===== src/rtl/tsc_pkg.sv =====
package tsc_pkg;

    typedef enum logic [2:0] {
        ST_RUN,
        ST_HOLD_HR,
        ST_SET_HR,
        ST_HOLD_MN,
        ST_SET_MN,
        ST_HOLD_RUN
    } tsc_state_e;

    typedef struct packed {
        logic mode;
        logic adv;
    } btn_s;

    typedef struct packed {
        logic inc_hr;
        logic inc_mn;
        logic zero_sec;
        logic run;
    } cmd_s;

    function automatic logic mode_only(btn_s b);
        return b.mode && !b.adv;
    endfunction

    function automatic logic adv_only(btn_s b);
        return b.adv && !b.mode;
    endfunction

    function automatic logic none_down(btn_s b);
        return !b.adv && !b.mode;
    endfunction

    function automatic logic is_hold(tsc_state_e s);
        return (s == ST_HOLD_HR) || (s == ST_HOLD_MN) || (s == ST_HOLD_RUN);
    endfunction

endpackage


===== src/rtl/tsc_wrap_ctr.sv =====
module tsc_wrap_ctr #(
    parameter int MOD = 60,
    localparam int W = $clog2(MOD)
) (
    input  logic         clk,
    input  logic         rst,
    input  logic         clr,
    input  logic         inc,
    output logic [W-1:0] value,
    output logic         at_max
);

    localparam logic [W-1:0] TOP = W'(MOD - 1);

    assign at_max = (value == TOP);

    always_ff @(posedge clk) begin
        if (rst || clr) begin
            value <= '0;
        end else if (inc) begin
            value <= at_max ? '0 : value + 1'b1;
        end
    end

    // field never leaves its range
    p_in_range_r2: assert property (@(posedge clk) disable iff (rst)
        value <= TOP);

    // stepping past the top returns to zero
    p_wrap_r5: assert property (@(posedge clk) disable iff (rst)
        (inc && !clr && value == TOP) |=> (value == '0));

    // without a step or clear the field holds
    p_frozen_r10: assert property (@(posedge clk) disable iff (rst)
        (!inc && !clr) |=> $stable(value));

endmodule


===== src/rtl/tsc_fsm.sv =====
module tsc_fsm import tsc_pkg::*; (
    input  logic       clk,
    input  logic       rst,
    input  logic       sample_tick,
    input  logic       blink_tick,
    input  btn_s       btn,
    output tsc_state_e state,
    output logic       blink_ph,
    output cmd_s       cmd
);

    tsc_state_e state_nx;

    always_comb begin
        state_nx = state;
        if (sample_tick) begin
            unique case (state)
                ST_RUN:      if (mode_only(btn)) state_nx = ST_HOLD_HR;
                ST_HOLD_HR:  if (!btn.mode)      state_nx = ST_SET_HR;
                ST_SET_HR:   if (mode_only(btn)) state_nx = ST_HOLD_MN;
                ST_HOLD_MN:  if (!btn.mode)      state_nx = ST_SET_MN;
                ST_SET_MN:   if (mode_only(btn)) state_nx = ST_HOLD_RUN;
                ST_HOLD_RUN: if (!btn.mode)      state_nx = ST_RUN;
                default:                         state_nx = ST_RUN;
            endcase
        end
    end

    always_comb begin
        cmd.run      = (state == ST_RUN);
        cmd.inc_hr   = sample_tick && (state == ST_SET_HR) && adv_only(btn);
        cmd.inc_mn   = sample_tick && (state == ST_SET_MN) && adv_only(btn);
        cmd.zero_sec = sample_tick && (state == ST_HOLD_RUN) && !btn.mode;
    end

    always_ff @(posedge clk) begin
        if (rst) begin
            state    <= ST_RUN;
            blink_ph <= 1'b0;
        end else begin
            state <= state_nx;
            if (blink_tick) blink_ph <= !blink_ph;
        end
    end

    // both buttons at a sample strobe leave the state alone
    p_both_down_r11: assert property (@(posedge clk) disable iff (rst)
        (sample_tick && btn.mode && btn.adv) |=> $stable(state));

    // a held Mode cannot leave a hold state
    p_one_step_r4: assert property (@(posedge clk) disable iff (rst)
        (is_hold(state) && btn.mode) |=> $stable(state));

    // state moves only at a sample strobe
    p_need_sample_r4: assert property (@(posedge clk) disable iff (rst)
        !sample_tick |=> $stable(state));

    // flash phase toggles on every blink strobe
    p_blink_toggle_r6: assert property (@(posedge clk) disable iff (rst)
        blink_tick |=> (blink_ph != $past(blink_ph)));

endmodule


===== src/rtl/tsc_blank.sv =====
module tsc_blank import tsc_pkg::*; (
    input  logic       clk,
    input  logic       rst,
    input  tsc_state_e state,
    input  btn_s       btn,
    input  logic       blink_ph,
    output logic       hr_blank,
    output logic       mn_blank
);

    logic flash_dark;

    assign flash_dark = none_down(btn) && blink_ph;

    always_comb begin
        hr_blank = 1'b0;
        mn_blank = 1'b0;
        unique case (state)
            ST_HOLD_HR: mn_blank = 1'b1;
            ST_SET_HR: begin
                mn_blank = 1'b1;
                hr_blank = flash_dark;
            end
            ST_HOLD_MN: hr_blank = 1'b1;
            ST_SET_MN: begin
                hr_blank = 1'b1;
                mn_blank = flash_dark;
            end
            default: begin
                hr_blank = 1'b0;
                mn_blank = 1'b0;
            end
        endcase
    end

    // a held button keeps the edited hour field lit
    p_steady_held_r6: assert property (@(posedge clk) disable iff (rst)
        ((btn.mode || btn.adv) && state == ST_SET_HR) |-> !hr_blank);

    // full display in the final hold
    p_full_show_r9: assert property (@(posedge clk) disable iff (rst)
        (state == ST_HOLD_RUN) |-> (!hr_blank && !mn_blank));

endmodule


===== src/rtl/time_set_ctrl.sv =====
module time_set_ctrl import tsc_pkg::*; #(
    parameter int HRS_PER_DAY = 24,
    parameter int MIN_PER_HR  = 60,
    parameter int SEC_PER_MIN = 60,
    localparam int HW = $clog2(HRS_PER_DAY),
    localparam int MW = $clog2(MIN_PER_HR),
    localparam int SW = $clog2(SEC_PER_MIN)
) (
    input  logic          clk,
    input  logic          rst,
    input  logic          sample_tick,
    input  logic          sec_tick,
    input  logic          blink_tick,
    input  logic          mode_btn,
    input  logic          adv_btn,
    output logic [HW-1:0] hours,
    output logic [MW-1:0] minutes,
    output logic [SW-1:0] seconds,
    output logic          hour_blank,
    output logic          min_blank
);

    btn_s       btn;
    cmd_s       cmd;
    tsc_state_e state;
    logic       blink_ph;
    logic       sec_step;
    logic       s_max, m_max, h_max;

    assign btn.mode = mode_btn;
    assign btn.adv  = adv_btn;
    assign sec_step = cmd.run && sec_tick;

    tsc_fsm u_fsm (
        .clk         (clk),
        .rst         (rst),
        .sample_tick (sample_tick),
        .blink_tick  (blink_tick),
        .btn         (btn),
        .state       (state),
        .blink_ph    (blink_ph),
        .cmd         (cmd)
    );

    tsc_wrap_ctr #(.MOD(SEC_PER_MIN)) u_sec (
        .clk    (clk),
        .rst    (rst),
        .clr    (cmd.zero_sec),
        .inc    (sec_step),
        .value  (seconds),
        .at_max (s_max)
    );

    tsc_wrap_ctr #(.MOD(MIN_PER_HR)) u_min (
        .clk    (clk),
        .rst    (rst),
        .clr    (1'b0),
        .inc    (cmd.inc_mn || (sec_step && s_max)),
        .value  (minutes),
        .at_max (m_max)
    );

    tsc_wrap_ctr #(.MOD(HRS_PER_DAY)) u_hr (
        .clk    (clk),
        .rst    (rst),
        .clr    (1'b0),
        .inc    (cmd.inc_hr || (sec_step && s_max && m_max)),
        .value  (hours),
        .at_max (h_max)
    );

    tsc_blank u_blank (
        .clk      (clk),
        .rst      (rst),
        .state    (state),
        .btn      (btn),
        .blink_ph (blink_ph),
        .hr_blank (hour_blank),
        .mn_blank (min_blank)
    );

    // end of day rolls every field to zero
    p_day_wrap_r2: assert property (@(posedge clk) disable iff (rst)
        (sec_step && s_max && m_max && h_max)
        |=> (hours == '0 && minutes == '0 && seconds == '0));

    // resuming the run starts at zero seconds
    p_restart_zero_r9: assert property (@(posedge clk) disable iff (rst)
        cmd.zero_sec |=> (seconds == '0));

    // minute editing never touches hours
    p_no_carry_r8: assert property (@(posedge clk) disable iff (rst)
        cmd.inc_mn |=> $stable(hours));

endmodule


===== config.mk =====
export PLATFORM = sky130hd
export DESIGN_NAME = time_set_ctrl
export DESIGN_NICKNAME = d
export VERILOG_FILES = /design/src/rtl/tsc_pkg.sv /design/src/rtl/tsc_wrap_ctr.sv /design/src/rtl/tsc_fsm.sv /design/src/rtl/tsc_blank.sv /design/src/rtl/time_set_ctrl.sv
export SDC_FILE = /design/constraint.sdc
export NUM_CORES = 1
export LEC_CHECK = 0
export ABC_AREA = 1
export ABC_CLOCK_PERIOD_IN_PS = 3100
export BUFFER_PORTS_ARGS = -buffer_cell sky130_fd_sc_hd__buf_2
export CORE_MARGIN = 1
export CORE_UTILIZATION = 35
export DETAILED_ROUTE_END_ITERATION = 10
export GPL_TIMING_DRIVEN = 0
export HOLD_SLACK_MARGIN = 0.1
export PLACE_DENSITY = 0.59
export SETUP_SLACK_MARGIN = 0.3
export SKIP_LAST_GASP = 1
export SLEW_MARGIN = 20
export SYNTH_ARGS = -nofsm -noshare
export SYNTH_HDL_FRONTEND = slang
export SYNTH_SLANG_ARGS = --single-unit

===== constraint.sdc =====
create_clock -name clk -period 3.1 [get_ports clk]
set_input_delay 0.465 -clock clk [delete_from_list [all_inputs] [get_ports clk]]
set_output_delay 0.465 -clock clk [all_outputs]
set_load 0.01 [all_outputs]

==> qor.yml <==
drt:
  viasPerCell: 4.42
  drt-wirelength-per-cell_um: 9.35
  drc_errors: 0
  drt.antenna.violating_nets: 0
  drt-total-wl_mm: 2.39
  first_pass_iters: 4
  drt_iter0_markers: 52
  num_vias: 1131
floorplanning:
  start_util_pct: 38.3
  num_rows: 20
  core_mm2: 0.00315
  die_w_um: 60.8
  dieHeight_um: 60.8
  io_pins: 26
  die_area_mm2: 0.00369
pwr:
  ir_drop_mv: 0.152
  pwr-share-comb_pct: 13.0
  pwr-share-clk_pct: 27.8
  leakage_nw: 0.733
  p_int_mw: 0.351
  swShare_pct: 27.0
  sequentialPowerShare_pct: 59.2
  power_density_mw_per_mm2: 340
  p_sw_mw: 0.130
clock_network:
  clockBufferDepth: 2
  cts.sinks: 21
  ctsResizeCount: 0
  hold_buffers: 0
  cts_tree: "done"
  clock_latency_ps: 300
  post-cts-setup-buffers: 0
  tritoncts.num_buffers: 3
  cts_root_buf: "clkbuf_4"
  htree_num_levels: 1
  cts.clk_slew.worst_paths_ps: 120
synthesis:
  synth_cell_types: 25
  synth_edf_count: 0
  netlist_area_mm2: 0.00121
  syn-num-nets: 193
  synth.area.top_cells: "dfxtp_1 35%, nand2_1 13%, nor2_1 9.6%"
  yosysTopAreaCell: "dfxtp_1"
  synthCells: 183
  yosys.area.top_type_share_pct: 34.8
  synth_warnings: 0
  yosys-top-cells-count: "42 x nand2_1, 31 x nor2_1, 22 x inv_1"
  yosysMostFrequentCell: "nand2_1"
  syn_avg_cell_area_um2: 6.60
  synthArstFlopShare_pct: 0
  synthFlopType: "dfxtp_1"
  ys_ff_latch: 21
  seq_area_frac_synth_pct: 34.8
hold_path:
  hold_path_class: "in -> reg"
  hold_start: "rst"
  worstHoldEndpoint: "u_fsm.state[0]$_SDFFE_PP0P_"
  min_delay_path_depth: 2
sta:
  finalCriticalPeriod_ps: 1870
  setup_tns_ps: 0
  final_hold_viol_count: 0
  max_slew_margin_pct: 73.3
  fin_crit_sh_pct: 60.4
  tightest_slew_ps: 396
  finalSetupViolations: 0
  drv_slew: 0
  fin_skew_ps: 1.03
  rsz0062_at_grt: "no"
  fmax_mhz: 534
global_route:
  overflow: 0
  antenna_found_initial: 0
  grt_first_pass_wirelength_mm: 3.88
  grt_max_degree: 12
  track_usage_pct: 14.1
  grt_pass1_vias: 906
worst_setup_path:
  rr_worst_depth: 8
  critPathCaptureType: "primary output"
  arrival_ps: 1410
  critPathLaunchType: "flop"
  r2r_slack_ps: 1510
  cp_max_fo: 6
  critical_path_class: "reg -> out"
  rr_startpoint: "u_min.value[0]$_SDFFE_PP0P_"
  required_ps: 2630
  timing.rr.end: "u_hr.value[0]$_SDFFE_PP0P_"
place:
  dpl_cell_area_mm2: 0.00139
  dp_hpwl_mm: 1.78
  numPortBuffers: 25
  gp_congestion: 0.814
run:
  cap_violations: 0
final_layout:
  multiInputGateArea_um2: 678
  drive_above_1_share_pct: 19.8
  fillCellCount: 364
  nets: 223
  regArea_um2: 420
  stdcell_area_mm2: 0.00142
  diodes: 0
  areaGrowthSynthToFinish_pct: 17.1
outcome:
  status: "finished clean"
[metal layers]
| layer | global-route usage [%] | vias up | share of wire [%] | wire (µm) |
|---|---|---|---|---|
| met3 | 1.92 | 2 | 3.0 | 73 |
| met2 | 20.7 | 17 | 41 | 980 |
| met1 | 20.2 | 478 | 55 | 1320 |
| met4 | 6.82 | 0 | 0.88 | 21 |
| met5 | 0 | - | 0 | 0 |
| li1 | - | 634 | - | - |
[through the flow]
stage / setup slack, ps / util, % / hold slack [ps] / total power [mW] / std cells
final: 1230 / 44.9 / 395 / 0.481 / 256
after global placement: 1540 / 44.0 / 474 / 0.354 / 252
after global routing: 1080 / 44.9 / 395 / 0.506 / 256
after detailed placement: 1550 / 44.0 / 481 / 0.354 / 252
after floorplan: 1700 / - / 483 / 0.335 / 183
after CTS: 1210 / 44.9 / 386 / 0.488 / 256
[flip-flops by register name, indices dropped and copies added, names as in the netlist]
| signal | count |
|---|---|
| u_fsm.state | 3 |
| u_fsm.blink_ph | 1 |
| u_sec.value | 6 |
| u_min.value | 6 |
| u_hr.value | 5 |
[worst max-delay path: stages, from the launching register on]
cell and delay [ps]:
dfxtp_1 500, nor2_4 80, nor3_1 240, o21bai_1 150, buf_2 140
[final cells by class]
class / instances / share of cell area (%)
Sequential cell: 21 / 29.7
Tap cell: 44 / 3.89
Buffer: 2 / 1.15
Clock buffer: 4 / 1.86
Inverter: 25 / 6.63
Multi-Input combinational cell: 135 / 47.9
Timing Repair Buffer: 25 / 8.84
[worst max path at each step]
| stage | cells after the start | slack (ps) | endpoint | start |
|---|---|---|---|---|
| 3_3_place_gp | 10 | 1540 | u_min.value[3]$_SDFFE_PP0P_ | mode_btn |
| 3_5_place_dp | 8 | 1550 | u_hr.value[0]$_SDFFE_PP0P_ | u_min.value[0]$_SDFFE_PP0P_ |
| 6_report | 4 | 1230 | min_blank | u_fsm.state[0]$_SDFFE_PP0P_ |
| 4_1_cts | 4 | 1210 | min_blank | u_fsm.state[0]$_SDFFE_PP0P_ |
| 5_1_grt | 4 | 1080 | min_blank | u_fsm.state[0]$_SDFFE_PP0P_ |
| 2_1_floorplan | 8 | 1700 | u_hr.value[0]$_SDFFE_PP0P_ | u_min.value[0]$_SDFFE_PP0P_ |
[power groups by stage]
stage | Sequential [mW] | Clock [mW] | Combinational, mW
2_1_floorplan | 0.291 | 0 | 0.0436
3_3_place_gp | 0.291 | 0 | 0.0628
3_5_place_dp | 0.291 | 0 | 0.0628
4_1_cts | 0.285 | 0.140 | 0.0632
5_1_grt | 0.286 | 0.149 | 0.0712
6_report | 0.285 | 0.134 | 0.0627
[layout by cell type (no fill, tap or decap)]
cell type  instances
a21oi_1           15
and3_1             1
buf_2             26
buf_6              1
clkbuf_1           1
clkbuf_4           3
dfxtp_1           21
ha_1               3
inv_1             22
inv_2              3
nand2_1           42
nand2_2            2
nand2_4            1
nand3_1           17
nand3_2            2
nand3b_1           2
nor2_1            31
nor2_2             1
nor2_4             1
nor2_8             1
nor3_1             2
nor3_2             1
o21ai_0            3
o21ai_1            4
o21bai_1           3
xnor2_1            1
xor2_1             2
[cells by family after synthesis]
| family | Yosys count | share of synthesized area, % |
|---|---|---|
| and+or+nand+nor | 104 | 39.9 |
| AOI/OAI and AO/OA | 25 | 11.0 |
| buffers and inverters | 27 | 9.11 |
| DFF | 21 | 34.8 |
| adders and majority gates | 3 | 3.11 |
| xor gates and xnor gates | 3 | 2.17 |
Note: power is estimated with default switching activity, not from simulation.
